--- src/rtl/bond_link_pkg.sv ---
package bond_link_pkg;

    localparam int SYM_W  = 8;
    localparam int LANE_W = 2 * SYM_W;
    localparam int FLAG_W = 2;

    localparam logic [SYM_W-1:0] K28_5     = 8'hBC;
    localparam logic [SYM_W-1:0] K28_3     = 8'h7C;
    localparam logic [SYM_W-1:0] TAG_ALIGN = 8'h4A;
    localparam logic [SYM_W-1:0] TAG_OK    = 8'h5C;
    localparam logic [SYM_W-1:0] TAG_ACK   = 8'h6E;

    typedef enum logic [2:0] {
        WK_NONE,
        WK_ALIGN,
        WK_OK,
        WK_DESKEW,
        WK_ACK
    } word_kind_e;

    // one lane per clock: sym0 is the earlier symbol, kf[0] belongs to it
    typedef struct packed {
        logic [SYM_W-1:0]  sym1;
        logic [SYM_W-1:0]  sym0;
        logic [FLAG_W-1:0] kf;
    } lane_word_t;

    typedef struct packed {
        logic align;
        logic ok;
        logic deskew;
        logic ack;
    } rx_hits_t;

    typedef enum logic [2:0] {
        ST_RESET,
        ST_CHECK,
        ST_RESTART,
        ST_ALIGN_OK,
        ST_SEND_DSK,
        ST_WAIT_DSK,
        ST_SEND_ACK,
        ST_READY
    } link_state_e;

    function automatic lane_word_t make_word(word_kind_e kind);
        lane_word_t w;
        w = '0;
        case (kind)
            WK_ALIGN:  begin w.sym0 = K28_5; w.sym1 = TAG_ALIGN; w.kf = 2'b01; end
            WK_OK:     begin w.sym0 = K28_5; w.sym1 = TAG_OK;    w.kf = 2'b01; end
            WK_ACK:    begin w.sym0 = K28_5; w.sym1 = TAG_ACK;   w.kf = 2'b01; end
            WK_DESKEW: begin w.sym0 = K28_3; w.sym1 = K28_3;     w.kf = 2'b11; end
            default:   w = '0;
        endcase
        return w;
    endfunction

    function automatic word_kind_e classify(lane_word_t w);
        word_kind_e kind;
        kind = WK_NONE;
        if (w.kf == 2'b11 && w.sym0 == K28_3 && w.sym1 == K28_3) begin
            kind = WK_DESKEW;
        end else if (w.kf == 2'b01 && w.sym0 == K28_5) begin
            case (w.sym1)
                TAG_ALIGN: kind = WK_ALIGN;
                TAG_OK:    kind = WK_OK;
                TAG_ACK:   kind = WK_ACK;
                default:   kind = WK_NONE;
            endcase
        end
        return kind;
    endfunction

    function automatic word_kind_e state_word(link_state_e s);
        word_kind_e kind;
        case (s)
            ST_CHECK:    kind = WK_ALIGN;
            ST_ALIGN_OK: kind = WK_OK;
            ST_SEND_DSK: kind = WK_DESKEW;
            ST_SEND_ACK: kind = WK_ACK;
            default:     kind = WK_NONE;
        endcase
        return kind;
    endfunction

endpackage

--- src/rtl/bond_link_rx_match.sv ---
module bond_link_rx_match
    import bond_link_pkg::*;
#(
    parameter int LANES = 4
) (
    input  logic [LANES*LANE_W-1:0] rx_data_i,
    input  logic [LANES*FLAG_W-1:0] rx_k_i,
    output rx_hits_t                hits_o
);

    logic [LANES-1:0] lane_align;
    logic [LANES-1:0] lane_ok;
    logic [LANES-1:0] lane_dsk;
    logic [LANES-1:0] lane_ack;

    for (genvar g = 0; g < LANES; g++) begin : g_lane
        lane_word_t word;
        word_kind_e kind;

        assign word = '{sym1: rx_data_i[g*LANE_W+SYM_W +: SYM_W],
                        sym0: rx_data_i[g*LANE_W +: SYM_W],
                        kf:   rx_k_i[g*FLAG_W +: FLAG_W]};
        assign kind = classify(word);

        assign lane_align[g] = (kind == WK_ALIGN);
        assign lane_ok[g]    = (kind == WK_OK);
        assign lane_dsk[g]   = (kind == WK_DESKEW);
        assign lane_ack[g]   = (kind == WK_ACK);
    end

    // a word counts only when the whole bonded channel carries it at once
    assign hits_o.align  = &lane_align;
    assign hits_o.ok     = &lane_ok;
    assign hits_o.deskew = &lane_dsk;
    assign hits_o.ack    = &lane_ack;

endmodule

--- src/rtl/bond_link_tx_gen.sv ---
module bond_link_tx_gen
    import bond_link_pkg::*;
#(
    parameter int LANES = 4
) (
    input  word_kind_e              kind_i,
    output logic [LANES*LANE_W-1:0] tx_data_o,
    output logic [LANES*FLAG_W-1:0] tx_k_o
);

    lane_word_t word;

    assign word = make_word(kind_i);

    for (genvar g = 0; g < LANES; g++) begin : g_lane
        assign tx_data_o[g*LANE_W +: LANE_W] = {word.sym1, word.sym0};
        assign tx_k_o[g*FLAG_W +: FLAG_W]    = word.kf;
    end

endmodule

--- src/rtl/bond_link_align_timer.sv ---
module bond_link_align_timer #(
    parameter int CHECK_CYCLES = 1024
) (
    input  logic clk,
    input  logic rst,
    input  logic run_i,
    input  logic hit_i,
    output logic done_o,
    output logic seen_o
);

    localparam int CNT_W = (CHECK_CYCLES > 1) ? $clog2(CHECK_CYCLES) : 1;
    localparam logic [CNT_W-1:0] LAST = CNT_W'(CHECK_CYCLES - 1);

    logic [CNT_W-1:0] cnt_q;
    logic             seen_q;

    always_ff @(posedge clk) begin
        if (rst || !run_i) begin
            cnt_q  <= '0;
            seen_q <= 1'b0;
        end else begin
            cnt_q <= cnt_q + 1'b1;
            if (hit_i) begin
                seen_q <= 1'b1;
            end
        end
    end

    assign done_o = run_i && (cnt_q == LAST);
    // a hit in the closing cycle of the window still counts
    assign seen_o = seen_q | hit_i;

endmodule

--- src/rtl/bond_link_bringup.sv ---
module bond_link_bringup
    import bond_link_pkg::*;
#(
    parameter int LANES        = 4,
    parameter int CHECK_CYCLES = 1024
) (
    input  logic                    clk,
    input  logic                    rst,
    input  logic                    align_lost_i,
    input  logic [LANES*16-1:0]     rx_data_i,
    input  logic [LANES*2-1:0]      rx_k_i,
    output logic [LANES*16-1:0]     tx_data_o,
    output logic [LANES*2-1:0]      tx_k_o,
    output logic                    channel_ready_o
);

    link_state_e state_q;
    link_state_e state_d;
    rx_hits_t    hits;
    logic        win_done;
    logic        win_seen;
    logic        dsk_seen_q;
    logic        ack_seen_q;
    logic        restart;
    logic        dsk_window;
    logic        ack_window;
    word_kind_e  tx_kind;

    assign restart = rst | align_lost_i;

    bond_link_rx_match #(.LANES(LANES)) u_rx_match (
        .rx_data_i (rx_data_i),
        .rx_k_i    (rx_k_i),
        .hits_o    (hits)
    );

    bond_link_align_timer #(.CHECK_CYCLES(CHECK_CYCLES)) u_timer (
        .clk    (clk),
        .rst    (restart),
        .run_i  (state_q == ST_CHECK),
        .hit_i  (hits.align | hits.ok),
        .done_o (win_done),
        .seen_o (win_seen)
    );

    // the peer's marker may arrive while this side is still one step behind
    assign dsk_window = (state_q == ST_ALIGN_OK) || (state_q == ST_SEND_DSK) ||
                        (state_q == ST_WAIT_DSK);
    assign ack_window = (state_q == ST_WAIT_DSK) || (state_q == ST_SEND_ACK);

    always_comb begin
        state_d = state_q;
        case (state_q)
            ST_RESET:    state_d = ST_CHECK;
            ST_CHECK:    if (win_done) state_d = win_seen ? ST_ALIGN_OK : ST_RESTART;
            ST_RESTART:  state_d = ST_CHECK;
            ST_ALIGN_OK: if (hits.ok) state_d = ST_SEND_DSK;
            ST_SEND_DSK: state_d = ST_WAIT_DSK;
            ST_WAIT_DSK: if (dsk_seen_q || hits.deskew) state_d = ST_SEND_ACK;
            ST_SEND_ACK: if (ack_seen_q || hits.ack) state_d = ST_READY;
            ST_READY:    state_d = ST_READY;
            default:     state_d = ST_RESET;
        endcase
    end

    always_ff @(posedge clk) begin
        if (restart) begin
            state_q    <= ST_RESET;
            dsk_seen_q <= 1'b0;
            ack_seen_q <= 1'b0;
        end else begin
            state_q <= state_d;
            if (state_q == ST_RESET) begin
                dsk_seen_q <= 1'b0;
                ack_seen_q <= 1'b0;
            end else begin
                if (dsk_window && hits.deskew) dsk_seen_q <= 1'b1;
                if (ack_window && hits.ack)    ack_seen_q <= 1'b1;
            end
        end
    end

    assign tx_kind = state_word(state_q);

    bond_link_tx_gen #(.LANES(LANES)) u_tx_gen (
        .kind_i    (tx_kind),
        .tx_data_o (tx_data_o),
        .tx_k_o    (tx_k_o)
    );

    assign channel_ready_o = (state_q == ST_READY);

endmodule

--- config.mk ---
export PLATFORM = sky130hd
export DESIGN_NAME = bond_link_bringup
export DESIGN_NICKNAME = d
export VERILOG_FILES = /design/src/rtl/bond_link_pkg.sv /design/src/rtl/bond_link_rx_match.sv /design/src/rtl/bond_link_tx_gen.sv /design/src/rtl/bond_link_align_timer.sv /design/src/rtl/bond_link_bringup.sv
export SDC_FILE = /design/constraint.sdc
export NUM_CORES = 1
export LEC_CHECK = 0
export ABC_AREA = 1
export BUFFER_PORTS_ARGS = -buffer_cell sky130_fd_sc_hd__buf_4
export CORE_MARGIN = 5
export CORE_UTILIZATION = 40
export DETAILED_ROUTE_END_ITERATION = 10
export PLACE_DENSITY = 0.89
export SYNTH_ARGS = -nofsm -noshare
export SYNTH_HDL_FRONTEND = slang
export SYNTH_SLANG_ARGS = --single-unit
--- constraint.sdc ---
create_clock -name clk -period 3.2 [get_ports clk]
set_input_delay 0.48 -clock clk [delete_from_list [all_inputs] [get_ports clk]]
set_output_delay 0.48 -clock clk [all_outputs]
set_load 0.05 [all_outputs]
==> metrics, run 1 <==
ys async rst share=0%; Synth area leaders=buf_4 (23%), dfxtp_1 (15%), nor2_1 (14%); Min Clock Period, post-route=2.81 ns; Max Slew Vio Count=0; Overall Global Routing Usage=15.4%; PD cells=256 nW/um^2; Cells after Synth=375; IR drop worst, VDD=0.141 mV; CP delay by family, top=adder cells; DRC Markers=0; first-pass GRT wire length=9.27 mm; R2R Setup Slk=1.57 ns; worst skew pair latency=0.26 ns; 1st-pass router iterations=4; clock sinks=16; Core Util, Final=55.0%; Critical Path Start Type=flip-flop; vias per cell=4.49; Hold Buf Count CTS=0; worst hold stages=2; status=finished, final reports clean; met1 Resource Use GR=16.7%; Hold WC Path Type=reg2reg; # port buffers=131; CP arrival=2.33 ns; sequential-to-total area share from yosys stat=15.0%; met3 usage=3.76%; Finish-stage setup viols=0; Hold Path Sink=u_timer.cnt_q[9]; CP Buf/Inv Count=3; die area=6880 sq um; vias in the first global route=2,244; Worst Reg-to-Reg Cells=10; clock skew=0.00246 ns; Final nets=540; Die X=83.0 microns; Clock Tree Buf Depth=2; largest net degree at the start of global routing=30; CTS clk-pin slew, worst paths=0.07 ns; layout cell share with drive strength beyond 1=34.3%; cts bufs inserted=3; Ant. Diodes=0; P&R area growth vs syn=32.8%; via count=2,381; Detailed Route Iter0 Violations=89; setup_tns=0 ns; cell mode on critical path=inv_1; WHS=0.470 ns; Lkg Pwr=1.48 nW; placed inst area=2770 sq um; final worst-path cycle share=87.7%; final hold vios=0; die height=83.0 microns; boundary pin count=148; H-tree lvl count=1; most frequent cells after synthesis=nor2_1 (81), buf_4 (65), nand2_1 (62), inv_1 (60), nand3_1 (24); routed len/inst=10.7 microns; dpl hpwl=4.91 mm; Worst Min Path Start=u_timer.cnt_q[9]; Synth Cell Area=2130 sq um; final wirelength=5.67 mm; cell taking the most area after synthesis=buf_4; Worst setup EP type=output pin; #FFs+latches synth=16; max incr delay on CP=0.67 ns; number of synthesized flops with an enable pin=0; ys flop type=dfxtp_1; antenna violations before repair=0; core area=5140 sq um; Max FO, Critical Path=29; Routed Antenna Nets=0; CTS tree=yes; Max Freq=356 MHz; setup bufs post-CTS=0; GRT Max-Usage Layer=met2; Synth top area share=22.9%; # rows=26; unrepaired setup endpoints after global routing=no; worst path required time=2.72 ns; CP Class=reg2out; Netlist cell types=26; MaxCap Viol Count=0; Final Cell Area=2830 sq um; Starting Density=41.4%; crit-path cells=inv_1 > ha_2 > inv_1 > a21oi_1 > buf_4; GRT overflow=0; # resized after CTS=0; CP max-delay cell=ha_2; Root Driver=clkbuf_8; M2 GR Usage=29.0%; Mean Syn Cell Area=5.68 sq um; count leader, synth=nor2_1; final RePlAce weighted congestion=0.852; yosys warns=0; reg2reg start=u_timer.cnt_q[0]; worst reg2reg endpoint=state_q[0]
## registers in the layout, summed over array words and instances, names as in the netlist
| signal | count |
|---|---|
| ack_seen_q | 1 |
| u_timer.seen_q | 1 |
| u_timer.cnt_q | 10 |
| state_q | 3 |
| dsk_seen_q | 1 |
## worst register-to-register path, delay by kind of cell, from the launching register on
family                     cells  cell delay [ns]
and+or+nand+nor                7             0.75
DFF                            1             0.38
adders and majority gates      1             0.24
AOI/OAI and AO/OA              1             0.11
buffers and inverters          1             0.06
## how the worst max path moves through the flow
stage	startpoint	to	slack [ns]	depth (start not counted)
floorplan	state_q[2]	tx_data_o[25]	-0.03	5
global placement	state_q[2]	tx_data_o[7]	0.79	5
detailed placement	state_q[2]	tx_data_o[9]	0.65	5
CTS	state_q[2]	tx_data_o[7]	0.38	5
global route	state_q[2]	tx_data_o[39]	0.15	5
finish	state_q[2]	tx_data_o[9]	0.39	5
## metrics by stage
step / total power, mW / setup WS [ns] / instances
after global routing: 0.758 / 0.153 / 530
after detailed placement: 0.544 / 0.651 / 526
after CTS: 0.728 / 0.378 / 530
final: 0.724 / 0.394 / 530
after floorplan: 0.460 / -0.0284 / 390
after global placement: 0.538 / 0.791 / 526
## per-layer routing
layer  up-vias  share of wire (%)
met4         0                1.7
li1       1241                  -
met5         -                  0
met3        10                9.0
met2       115                 50
met1      1015                 39
## final cells by class
| type | count | area (sq um) |
|---|---|---|
| inverters | 65 | 244 |
| well taps | 70 | 87.6 |
| repair buffers | 131 | 983 |
| multi-input cells | 244 | 1140 |
| clock buffers | 4 | 55.1 |
| flip-flops and latches | 16 | 320 |
| fillers | 494 | 2310 |
## power breakdown
| group | internal (mW) | leakage, nW | switching, mW |
|---|---|---|---|
| sequential | 0.201 | 0.129 | 0.00211 |
| combinational | 0.115 | 1.32 | 0.221 |
| clock | 0.109 | 0.0288 | 0.0754 |
## placed cells by master, fill, tap and decap left out
master / synthesis / final
nand2_2: 1 / 1
nand3_1: 24 / 24
nor4_1: 1 / 1
nand2_1: 62 / 62
nand3b_1: 4 / 4
nor3_2: 1 / 1
o21ai_0: 4 / 4
clkbuf_8: 0 / 4
buf_4: 65 / 131
nor2_2: 7 / 8
ha_2: 0 / 1
nor2_4: 1 / 1
xnor2_1: 1 / 1
conb_1: 1 / 16
a31oi_1: 1 / 1
and3_1: 1 / 1
inv_2: 5 / 5
nor3_1: 3 / 3
a21oi_1: 12 / 12
inv_1: 60 / 60
ha_1: 4 / 3
o21bai_1: 1 / 1
nor2_1: 81 / 80
o21ai_1: 3 / 3
nand4_1: 10 / 10
nand3_2: 4 / 4
a21oi_2: 2 / 2
dfxtp_1: 16 / 16
## cell families after synthesis
logic type | count (synthesis) | synth area share (%)
buffers and inverters | 130 | 34.4
XOR/XNOR | 1 | 0.411
AO/OA/AOI/OAI | 23 | 5.93
flip-flops | 16 | 15.0
AND/OR/NAND/NOR | 200 | 41.7
other | 1 | 0.176
adder cells (fa/ha/maj) | 4 | 2.35
Note: power is estimated with default switching activity, not from simulation.
==> run 2, diff against run 1 <==
Settings changed: REMOVE_ABC_BUFFERS set to 1.
==> metrics, run 2 (synthesis gave the netlist of run 1 again) <==
status=finished, final reports clean; antenna violations before repair=0 (unchanged); routed len/inst=10.8 microns (+1.2%); Final nets=541 (+0.19%); Min Clock Period, post-route=2.44 ns (-0.370 ns); Starting Density=41.4% (unchanged); CP arrival=1.96 ns (-0.37 ns); met3 usage=5.74% (+2.0 points); Hold Buf Count CTS=0 (unchanged); H-tree lvl count=1 (unchanged); final worst-path cycle share=76.1% (-12 points); placed cell count=527 (+0.19%); setup bufs post-CTS=0 (unchanged); clock sinks=16 (unchanged); multi-input logic area=1130 sq um (-0.44%); clock skew=0.00332 ns (+0.000855 ns); CTS tree=yes; PD cells=243 nW/um^2 (-4.9%); GRT overflow=0 (unchanged); Pwr Total=0.686 mW (-5.3%); pre-CTS setup slack=1.03 ns (+0.375 ns); Detailed Route Iter0 Violations=64 (-28%); final worst slack=0.764 ns (+0.370 ns); crit-path cells=inv_1 > ha_1 > inv_1 > nor2_1 > buf_4; placed inst area=2780 sq um (about the same); Lkg Pwr=1.48 nW (about the same); Overall Global Routing Usage=16.1% (+0.63 points); final wirelength=5.74 mm (+1.2%); max incr delay on CP=0.45 ns (-0.22 ns); MaxCap Viol Count=0 (unchanged); dpl hpwl=5.14 mm (+4.6%); final hold vios=0 (unchanged); vias per cell=4.38 (-2.5%); die area=6880 sq um (unchanged); # resized after CTS=0 (unchanged); commonest non-fill, non-tap cell in the layout=buf_4; Max FO, Critical Path=8 (-72%); 1st-pass router iterations=4 (unchanged); boundary pin count=148 (unchanged); Die X=83.0 microns (unchanged); register area=320 sq um (unchanged); GRT Max-Usage Layer=met2; # port buffers=131 (unchanged); CP delay by family, top=buffers and inverters; final RePlAce weighted congestion=0.846 (-0.75%); first-pass GRT wire length=9.64 mm (+4.0%); Routed Antenna Nets=0 (unchanged); die height=83.0 microns (unchanged); via count=2,322 (-2.5%); Largest Register=u_timer.cnt_q; Max Slew Vio Count=0 (unchanged); CP Class=reg2out; worst path required time=2.72 ns (about the same); Hold WC Path Type=reg2reg; Post-Layout Cell Count=530 (unchanged); layout cell share with drive strength beyond 1=33.9% (-0.43 points); CP Buf/Inv Count=3 (unchanged); Max Freq=410 MHz (+15%); max reg flops=10 (unchanged); largest registers=u_timer.cnt_q (10), state_q (3); cell mode on critical path=inv_1; largest net degree at the start of global routing=29 (-3.3%); met1 Resource Use GR=15.5% (-1.2 points); CTS clk-pin slew, worst paths=0.06 ns (about the same); core area=5140 sq um (unchanged); Ant. Diodes=0 (unchanged); Worst setup EP type=output pin; DRC Markers=0 (unchanged); Clock Tree Buf Depth=2 (unchanged); WHS=0.459 ns (-0.0103 ns); vias in the first global route=2,298 (+2.4%); M2 GR Usage=31.7% (+2.7 points); cts bufs inserted=3 (unchanged); number of fill cells=506 (+2.4%); worst skew pair latency=0.25 ns (about the same); Critical Path Start Type=flip-flop; Finish-stage setup viols=0 (unchanged); IR drop worst, VDD=0.109 mV (-23%); unrepaired setup endpoints after global routing=no; # rows=26 (unchanged); CP max-delay cell=dfxtp_1; Final Cell Area=2820 sq um (-0.40%); P&R area growth vs syn=32.3%; Root Driver=clkbuf_8; most frequent cells in the layout=buf_4 (132), nor2_1 (81), nand2_1 (62)
## run 2: final timing paths
kind                                        from               end  slack [ns]  cells past startpoint
worst max-delay path                  state_q[2]     tx_data_o[38]        0.76                      5
worst max register to register  u_timer.cnt_q[0]        state_q[0]        1.59                     10
worst min register to register  u_timer.cnt_q[0]  u_timer.cnt_q[0]        0.46                      1
worst min-delay path            u_timer.cnt_q[0]  u_timer.cnt_q[0]        0.46                      1
## run 2: per-stage QoR
stage | utilization [%] | TNS, ns
after global placement | 54.0 | 0
after global routing | 54.8 | 0
after floorplan | - | -452.09
after CTS | 54.8 | 0
after detailed placement | 54.0 | 0
final | 54.8 | 0
## run 2: layout make-up
type	count	share of cell area [%]
sequential	16	11.4
inverter	65	8.66
tap	70	3.11
multi-input combinational	244	40.2
clock buffer	3	1.47
timing repair buffer	132	35.2
## run 2: where the power goes
part	leakage [nW]	internal (mW)	switching (mW)
Combinational	1.33	0.115	0.222
Clock	0.0216	0.0833	0.0628
Sequential	0.129	0.201	0.00186
Total	1.48	0.400	0.286
## run 2: per-layer routing
layer,vias to the layer above,part of all wire [%]
li1,1240,-
met1,993,37
met2,82,53
met3,7,8.5
met4,0,0.99
met5,-,0
## run 2: worst reg2reg max path: stages, from the launching register on
cell and delay (ns):
dfxtp_1 0.36, ha_1 0.19, nand3_1 0.13, nor3_2 0.20
nand4_1 0.12, nand2_1 0.12, inv_1 0.06, a21oi_2 0.11
nand3_2 0.09, nor2_1 0.10, nor2_1 0.04
